--- config.mk ---
export PLATFORM = sky130hd
export DESIGN_NAME = boot_seq
export DESIGN_NICKNAME = d
export VERILOG_FILES = /design/src/rtl/boot_seq_pkg.sv /design/src/rtl/boot_cmd_decode.sv /design/src/rtl/boot_addr_ctr.sv /design/src/rtl/boot_seq.sv
export SDC_FILE = /design/constraint.sdc
export NUM_CORES = 1
export LEC_CHECK = 0
export BUFFER_PORTS_ARGS = -buffer_cell sky130_fd_sc_hd__clkbuf_2
export CORE_MARGIN = 4
export CORE_UTILIZATION = 40
export DETAILED_ROUTE_END_ITERATION = 7
export HOLD_SLACK_MARGIN = 0.03
export PLACE_DENSITY = 0.65
export SLEW_MARGIN = 5
export SYNTH_ARGS = -nofsm -noshare
export SYNTH_HDL_FRONTEND = slang
export SYNTH_SLANG_ARGS = --single-unit
export TNS_END_PERCENT = 5
--- constraint.sdc ---
create_clock -name clk -period 2.51 [get_ports clk]
set_input_delay 0.251 -clock clk [delete_from_list [all_inputs] [get_ports clk]]
set_output_delay 0.251 -clock clk [all_outputs]
set_load 0.005 [all_outputs]
--- src/rtl/boot_seq_pkg.sv ---
package boot_seq_pkg;

  localparam int BYTE_W = 8;

  localparam logic [BYTE_W-1:0] CH_LOAD   = 8'hFF;
  localparam logic [BYTE_W-1:0] CH_RUNRAM = 8'h55;
  localparam logic [BYTE_W-1:0] CH_RUNEE  = 8'h00;
  localparam logic [BYTE_W-1:0] CH_FILL   = 8'hFF;
  localparam logic [BYTE_W-1:0] CH_SECURE = 8'hFF;

  typedef enum logic [3:0] {
    ST_START,
    ST_SEC_TX,
    ST_SEC_ERASE,
    ST_SEC_FILL,
    ST_SEC_CFG,
    ST_ANNOUNCE,
    ST_CMD,
    ST_LOAD,
    ST_ECHO,
    ST_JUMP,
    ST_HALT
  } boot_state_t;

  typedef enum logic [2:0] {
    CMD_NONE,
    CMD_LOAD_FAST,
    CMD_LOAD_SLOW,
    CMD_RUN_RAM,
    CMD_RUN_EE
  } cmd_kind_t;

  // First-character classification; a line break outranks any byte.
  function automatic cmd_kind_t classify_first(
    input logic              brk,
    input logic              vld,
    input logic [BYTE_W-1:0] b,
    input logic [BYTE_W-1:0] slow_code
  );
    if (brk)             return CMD_RUN_EE;
    if (!vld)            return CMD_NONE;
    if (b == CH_LOAD)    return CMD_LOAD_FAST;
    if (b == slow_code)  return CMD_LOAD_SLOW;
    if (b == CH_RUNRAM)  return CMD_RUN_RAM;
    if (b == CH_RUNEE)   return CMD_RUN_EE;
    return CMD_NONE;
  endfunction

endpackage

--- src/rtl/boot_cmd_decode.sv ---
module boot_cmd_decode
  import boot_seq_pkg::*;
#(
  parameter logic [BYTE_W-1:0] SLOW_CODE = 8'hE0
) (
  input  logic              enable,
  input  logic              rx_break,
  input  logic              rx_valid,
  input  logic [BYTE_W-1:0] rx_data,
  output cmd_kind_t         kind
);

  always_comb begin
    if (enable) kind = classify_first(rx_break, rx_valid, rx_data, SLOW_CODE);
    else        kind = CMD_NONE;
  end

endmodule

--- src/rtl/boot_addr_ctr.sv ---
module boot_addr_ctr #(
  parameter int DEPTH = 256,
  localparam int AW = (DEPTH > 1) ? $clog2(DEPTH) : 1
) (
  input  logic          clk,
  input  logic          rst_n,
  input  logic          inc,
  output logic [AW-1:0] addr,
  output logic          at_last
);

  localparam logic [AW-1:0] LAST = AW'(DEPTH - 1);

  assign at_last = (addr == LAST);

  always_ff @(posedge clk) begin
    if (!rst_n)   addr <= '0;
    else if (inc) addr <= at_last ? '0 : addr + 1'b1;
  end

endmodule

--- src/rtl/boot_seq.sv ---
module boot_seq
  import boot_seq_pkg::*;
#(
  parameter int                RAM_DEPTH = 256,
  parameter int                JUMP_W    = 16,
  parameter logic [JUMP_W-1:0] RAM_BASE  = 16'h0000,
  parameter logic [JUMP_W-1:0] EE_BASE   = 16'hB600,
  parameter logic [BYTE_W-1:0] SLOW_CODE = 8'hE0,
  localparam int AW = (RAM_DEPTH > 1) ? $clog2(RAM_DEPTH) : 1
) (
  input  logic              clk,
  input  logic              rst_n,
  input  logic              sec_bit,
  input  logic              rx_valid,
  input  logic [BYTE_W-1:0] rx_data,
  input  logic              rx_break,
  input  logic              tx_ready,
  output logic              tx_valid,
  output logic [BYTE_W-1:0] tx_data,
  output logic              tx_break,
  output logic              rate_slow,
  input  logic              erase_done,
  input  logic              erase_ok,
  output logic              erase_req,
  output logic              erase_sel,
  output logic              ram_we,
  output logic [AW-1:0]     ram_addr,
  output logic [BYTE_W-1:0] ram_wdata,
  output logic              done,
  output logic [JUMP_W-1:0] jump_addr
);

  boot_state_t       state_q, state_d;
  logic [BYTE_W-1:0] echo_q;
  logic              last_q;
  logic              slow_q;
  logic [JUMP_W-1:0] jump_q, jump_d;
  logic              slow_set;

  // Named internal events, brought out for the checker.
  logic      tx_fire;
  logic      erase_fire;
  logic      fill_step;
  logic      load_step;
  logic      load_active;
  logic      at_last;
  cmd_kind_t cmd_kind;

  boot_cmd_decode #(.SLOW_CODE(SLOW_CODE)) u_dec (
    .enable  (state_q == ST_CMD),
    .rx_break(rx_break),
    .rx_valid(rx_valid),
    .rx_data (rx_data),
    .kind    (cmd_kind)
  );

  boot_addr_ctr #(.DEPTH(RAM_DEPTH)) u_ctr (
    .clk    (clk),
    .rst_n  (rst_n),
    .inc    (ram_we),
    .addr   (ram_addr),
    .at_last(at_last)
  );

  assign fill_step   = (state_q == ST_SEC_FILL);
  assign load_step   = (state_q == ST_LOAD) && rx_valid;
  assign load_active = (state_q == ST_LOAD) || (state_q == ST_ECHO);

  assign tx_valid  = (state_q == ST_SEC_TX) || (state_q == ST_ANNOUNCE) || (state_q == ST_ECHO);
  assign tx_break  = (state_q == ST_ANNOUNCE);
  assign tx_data   = (state_q == ST_ECHO)     ? echo_q :
                     (state_q == ST_ANNOUNCE) ? '0     : CH_SECURE;
  assign tx_fire   = tx_valid && tx_ready;

  assign erase_req  = (state_q == ST_SEC_ERASE) || (state_q == ST_SEC_CFG);
  assign erase_sel  = (state_q == ST_SEC_CFG);
  assign erase_fire = erase_req && erase_done;

  assign ram_we    = fill_step || load_step;
  assign ram_wdata = fill_step ? CH_FILL : rx_data;

  assign done      = (state_q == ST_JUMP);
  assign jump_addr = jump_q;
  assign rate_slow = slow_q;

  always_comb begin
    state_d  = state_q;
    jump_d   = jump_q;
    slow_set = 1'b0;
    unique case (state_q)
      ST_START:     state_d = sec_bit ? ST_SEC_TX : ST_ANNOUNCE;
      ST_SEC_TX:    if (tx_fire) state_d = ST_SEC_ERASE;
      ST_SEC_ERASE: if (erase_fire) state_d = erase_ok ? ST_SEC_FILL : ST_SEC_TX;
      ST_SEC_FILL:  if (at_last) state_d = ST_SEC_CFG;
      ST_SEC_CFG:   if (erase_fire) state_d = ST_ANNOUNCE;
      ST_ANNOUNCE:  if (tx_fire) state_d = ST_CMD;
      ST_CMD: begin
        unique case (cmd_kind)
          CMD_LOAD_FAST: state_d = ST_LOAD;
          CMD_LOAD_SLOW: begin state_d = ST_LOAD; slow_set = 1'b1; end
          CMD_RUN_RAM:   begin state_d = ST_JUMP; jump_d = RAM_BASE; end
          CMD_RUN_EE:    begin state_d = ST_JUMP; jump_d = EE_BASE; end
          default:       state_d = ST_CMD;
        endcase
      end
      ST_LOAD:      if (load_step) state_d = ST_ECHO;
      ST_ECHO: begin
        if (tx_fire) begin
          if (last_q) begin state_d = ST_JUMP; jump_d = RAM_BASE; end
          else        state_d = ST_LOAD;
        end
      end
      ST_JUMP:      state_d = ST_HALT;
      default:      state_d = ST_HALT;
    endcase
  end

  always_ff @(posedge clk) begin
    if (!rst_n) begin
      state_q <= ST_START;
      echo_q  <= '0;
      last_q  <= 1'b0;
      slow_q  <= 1'b0;
      jump_q  <= '0;
    end else begin
      state_q <= state_d;
      jump_q  <= jump_d;
      if (slow_set) slow_q <= 1'b1;
      if (load_step) begin
        echo_q <= rx_data;
        last_q <= at_last;
      end
    end
  end

endmodule

* Word level (Yosys, flattened, before mapping)
Cells that the tools add are included.
Operators by class: $add $sub $neg 1, eq/ne operators 26, mux-type cells 65, reductions and logical operators 14
Operators with widths (count):
- $pmux W16 S2 | 2
- $mux W3 | 17
- $pmux W4 S9 | 1
- $mux W16 | 2
- $mux W4 | 8
- $mux W8 | 4
- $mux W1 | 29
- $eq A8 B8 Y1 const B | 3
- $eq A4 B3 Y1 const B | 4
- $ne A2 B2 Y1 const B | 5
- $add A8 B1 Y8 const B | 1
- $eq A4 B2 Y1 const B | 2
- $eq A4 B4 Y1 const B | 2
- $eq A8 B7 Y1 const B | 1
- $logic_not A8 Y1 | 1
- $pmux W4 S2 | 1
- $reduce_and A7 Y1 | 1
- $eq A3 B2 Y1 const B | 2
- $ne A2 B1 Y1 const B | 3
- $eq A4 B1 Y1 const B | 1
- $logic_not A4 Y1 | 1
- $logic_or A1 B1 Y1 | 4
- $reduce_and A4 Y1 | 1
- $reduce_or A2 Y1 | 2
- other kinds (6) | 8
Storage, ports and cells: register bits 38, bits of input ports 16, output and inout port bits 47, word-level logic and storage cells 112

* Longest topological paths before layout
word-level depth 33, gate-level depth with buffers 7, mapped depth without buffers 5

* Modules after synthesis
Synthesis repeated with hierarchy kept, for this count alone.
Second synthesis, totals: cell total of the unflattened synthesis 205, area, all modules 1635.3 um2
Modules (own cells, without submodules):
- boot_seq | times used 1, cells an instance 153, area an instance 1173.6 um2, seq. area each 300.3 um2
- boot_addr_ctr | times used 1, cells an instance 40, area an instance 371.6 um2, seq. area each 160.2 um2
- boot_cmd_decode | times used 1, cells an instance 12, area an instance 90.1 um2, seq. area each 0.0 um2

* Worst setup path before layout
Ideal clock, no wire load.
path type flip-flop to flip-flop, start register state_q[0], end register state_q[3], library setup time 0.116 ns, arrival 1.512 ns, data required time 2.394 ns, slack 0.882 ns, stages on the path, launching flop included 7, path buffers 1, period minus slack after synthesis 1.628 ns, path through dfxtp_1 > buf_6 > or4b_4 > a31oi_4 > a221oi_4 > o311a_1 > a31o_1
On the way: word-level cells in the longest chain between the ends 6, elaborated cells between the ends (all ways) 32, classes of those cells eq/ne: 19; mux: 3; reduce/logical: 10
Ends and longest elaborated chain:
- start, declared | RTL line boot_seq.sv:33 | boot_state_t state_q, state_d;
- start signal, assigned | RTL line boot_seq.sv:126 | state_q <= state_d;
- $eq A4 B3 Y1 (tied with other cells) | RTL line boot_seq.sv:50, boot_seq.sv:90
- $mux W3 / $logic_or A1 B1 Y1 (equally long branches) | RTL line boot_cmd_decode.sv:14, boot_seq.sv:69
- $eq A3 B3 Y1 (tied with other cells) | RTL line boot_seq.sv:98 | unique case (cmd_kind)
- $reduce_or A2 Y1 (no line) / $logic_and A1 B1 Y1 (equally long branches)
- $pmux W4 S2 (tied with other cells) | RTL line boot_seq.sv:98
- $pmux W4 S9 / $reduce_and A7 Y1 (equally long branches)
Several ways; a longest one is shown, not always the timed one. A chain may end at the register's enable or synchronous reset.

* Final worst setup path
start register state_q[1], end output port ram_wdata[7]
On the way: word-level cells in the longest chain between the ends 2
Ends and longest elaborated chain:
- $eq A4 B2 Y1 | RTL line boot_seq.sv:65 | assign fill_step = (state_q == ST_SEC_FILL);
- $mux W8 | RTL line boot_seq.sv:80 | assign ram_wdata = fill_step ? CH_FILL : rx_data;
- end, declared | RTL line boot_seq.sv:28 | output logic [BYTE_W-1:0] ram_wdata,
No other way between the ends.

==> results.ini <==
[clocking]
cts_tree=built
clkLatencyLatePin_ps=270
clkTransAtPathRegs_ps=80
clk_path_buf_depth=2
cts_resized=0
cts_setup_buffers=0
clock-sinks=23
ctsHoldBuffers=0
numCtsBuffers=3
ctsHtreeMaxLevel=1
cts-root-buf=clkbuf_8

[yosys]
syn-instance-count=197
ys_warn_count=0
yosysSeqAreaShare=0.2857
async_flop_share=0
synth.distinct_cells=53
avgSynthCellArea_um2=8.180
ys.flop_type=dfxtp_1
synth_area_mm2=0.001612
ys_ff_latch=23
synth_edf_count=0

[timing]
period_needed_ps=2147
clock_skew_ps=2.254
period_share=0.8554
rsz0062_at_grt=false
setup_tns_ps=0
hold_viol_final=0
finalSetupViolations=0
slew_viol_final=0
timing.fmax_ghz=0.4658
tightest_slew_ps=603.6
maxSlewHeadroom=0.5954
setup_ws_ps=363.0

[detailed_routing]
avgRoutedWirePerCell_um=12.85
drt-met1-wl_um=1745
drt_wl_total_um=3687
dr.max_layer_used=met4
dr.pass1.iters=4
antenna_left=0
drt_iter0_markers=82
route.met3.wl_um=189
vias=1471
via_per_inst=5.125
drc=0
wl_met2_um=1683

[final_layout]
final_cell_mix=51 x clkbuf_2, 30 x nor2_1, 23 x dfxtp_1
antenna_cells=0
drive_gt1_frac=0.3054
fillers=391
finalNetCount=257
mostFrequentLayoutCell=clkbuf_2
synthToLayoutAreaGrowth_pct=15.29

[setup_path]
cp-end-kind=primary output
worstPathRequired_ps=2260
worstPathArrival_ps=1900
worst_r2r_path_depth=5
path_max_fanout=16
worstReg2RegStart=state_q[2]$_SDFFE_PN0P_
r2r_slack_ps=500
startpoint_type=register
crit_type=reg -> out
r2r-end=state_q[3]$_SDFFE_PN0P_

[power_and_ir_drop]
p_int_mw=0.7529
power_frac_seq=0.400
p_sw_mw=0.4773
finalPower_mw=1.230
comb_power_share=0.408
p_clk_frac=0.192
switching_share=0.3879
leakage_nw=0.8706
peakVddDrop_mv=0.3894
powerDensity_mw_per_mm2=662.1

[floorplanning]
rows=22
core_mm2=0.003771
start_util=0.4273
dieArea_mm2=0.005109
die_h_um=71.48
die_w_um=71.48
num_io_pins=63

[min_path]
hp-start=rx_data[3]
hp-class=in -> reg
hold_depth=3
holdPathEnd=echo_q[3]$_SDFFE_PN0P_

[global_routing]
grt_usage=0.1432
grt_pass1_vias=1233
grt_max_degree=21
antenna_found_initial=0
gr-total-overflow=0
grt_pass1_wl_um=5892

[placed_design]
gp_congestion=0.7975
io_buffers=51
post-dp-hpwl_um=2840
preCtsSetupSlack_ps=545.7

[flow_run]
maxCapViolations=0

[outcome]
status=completed

synthesized netlist by cell type (all sizes together) (3+ instances only):
| cell type | count | area, um^2 |
|---|---|---|
| a21oi | 5 | 25.02 |
| a31oi | 3 | 33.78 |
| and3 | 4 | 25.02 |
| and4 | 4 | 35.03 |
| buf | 22 | 158.9 |
| clkbuf | 4 | 15.01 |
| dfxtp | 23 | 460.4 |
| inv | 6 | 22.52 |
| mux2i | 9 | 90.09 |
| nand2 | 5 | 18.77 |
| nand2b | 3 | 18.77 |
| nand3 | 4 | 20.02 |
| nand4 | 4 | 25.02 |
| nor2 | 30 | 112.6 |
| nor2b | 12 | 75.07 |
| nor3 | 4 | 25.02 |
| nor4 | 3 | 18.77 |
| o21ai | 7 | 38.79 |
| or2 | 8 | 50.05 |
| or4b | 3 | 33.78 |
| xnor2 | 4 | 35.03 |
| xor2 | 4 | 35.03 |
through the flow:
step | util | std cells | hold slack [ps] | area, um^2
2_1_floorplan | - | 207 | 417.2 | 1649
5_1_grt | 0.4927 | 287 | 322.6 | 1858
3_5_place_dp | 0.4808 | 283 | 509.8 | 1813
6_report | 0.4927 | 287 | 297.7 | 1858
3_3_place_gp | 0.4808 | 283 | 490.7 | 1813
4_1_cts | 0.4927 | 287 | 295.3 | 1858
kinds of logic after synthesis:
logic type | count (synthesis) | share of synthesized area
compound gates | 31 | 0.1514
xor+xnor | 8 | 0.04347
fa+ha+maj | 1 | 0.007763
buf+inv | 32 | 0.1219
flops | 23 | 0.2857
mux | 9 | 0.05590
other cells | 1 | 0.002327
simple gates | 92 | 0.3315
area by class of cell:
class	count	area (um^2)	area share
clock buffers	4	45.04	0.02424
inverters	6	22.52	0.01212
multi-input cells	152	992.2	0.5340
flip-flops and latches	23	460.4	0.2478
well taps	48	60.06	0.03232
repair buffers	54	277.8	0.1495
layer usage:
metal / global-route usage / vias to the layer above
met5: 0 / -
met4: 0.06263 / 0
met3: 0.02384 / 5
met2: 0.2214 / 38
met1: 0.1951 / 681
li1: - / 747
power groups by stage:
| stage | sequential (mW) | clock (mW) | combinational, mW |
|---|---|---|---|
| 3_3_place_gp | 0.496 | 0 | 0.508 |
| 4_1_cts | 0.492 | 0.245 | 0.506 |
| 2_1_floorplan | 0.428 | 0 | 0.452 |
| 6_report | 0.492 | 0.236 | 0.502 |
| 3_5_place_dp | 0.500 | 0 | 0.505 |
| 5_1_grt | 0.505 | 0.265 | 0.557 |
flip-flops by register name, summed over array words and instances (netlist names):
signal and flops:
state_q 4, u_ctr.addr 8, jump_addr 1, rate_slow 1, last_q 1, echo_q 8
worst max-delay path, cell delays in order (launching register included):
cell and delay, ps:
dfxtp_1 670, nor2b_1 290, and3_1 390, or2_2 170, clkbuf_2 100
how the worst max path moves through the flow:
stage | endpoint | start | slack, ps
6_report | ram_wdata[7] | state_q[1]$_SDFFE_PN0P_ | 360
4_1_cts | ram_wdata[7] | state_q[1]$_SDFFE_PN0P_ | 350
5_1_grt | tx_data[1] | state_q[0]$_SDFFE_PN0P_ | 170
2_1_floorplan | state_q[3]$_SDFFE_PN0P_ | state_q[0]$_SDFFE_PN0P_ | 880
3_3_place_gp | state_q[3]$_SDFFE_PN0P_ | state_q[2]$_SDFFE_PN0P_ | 610
3_5_place_dp | state_q[3]$_SDFFE_PN0P_ | state_q[2]$_SDFFE_PN0P_ | 550
Note: power is estimated with default switching activity, not from simulation.
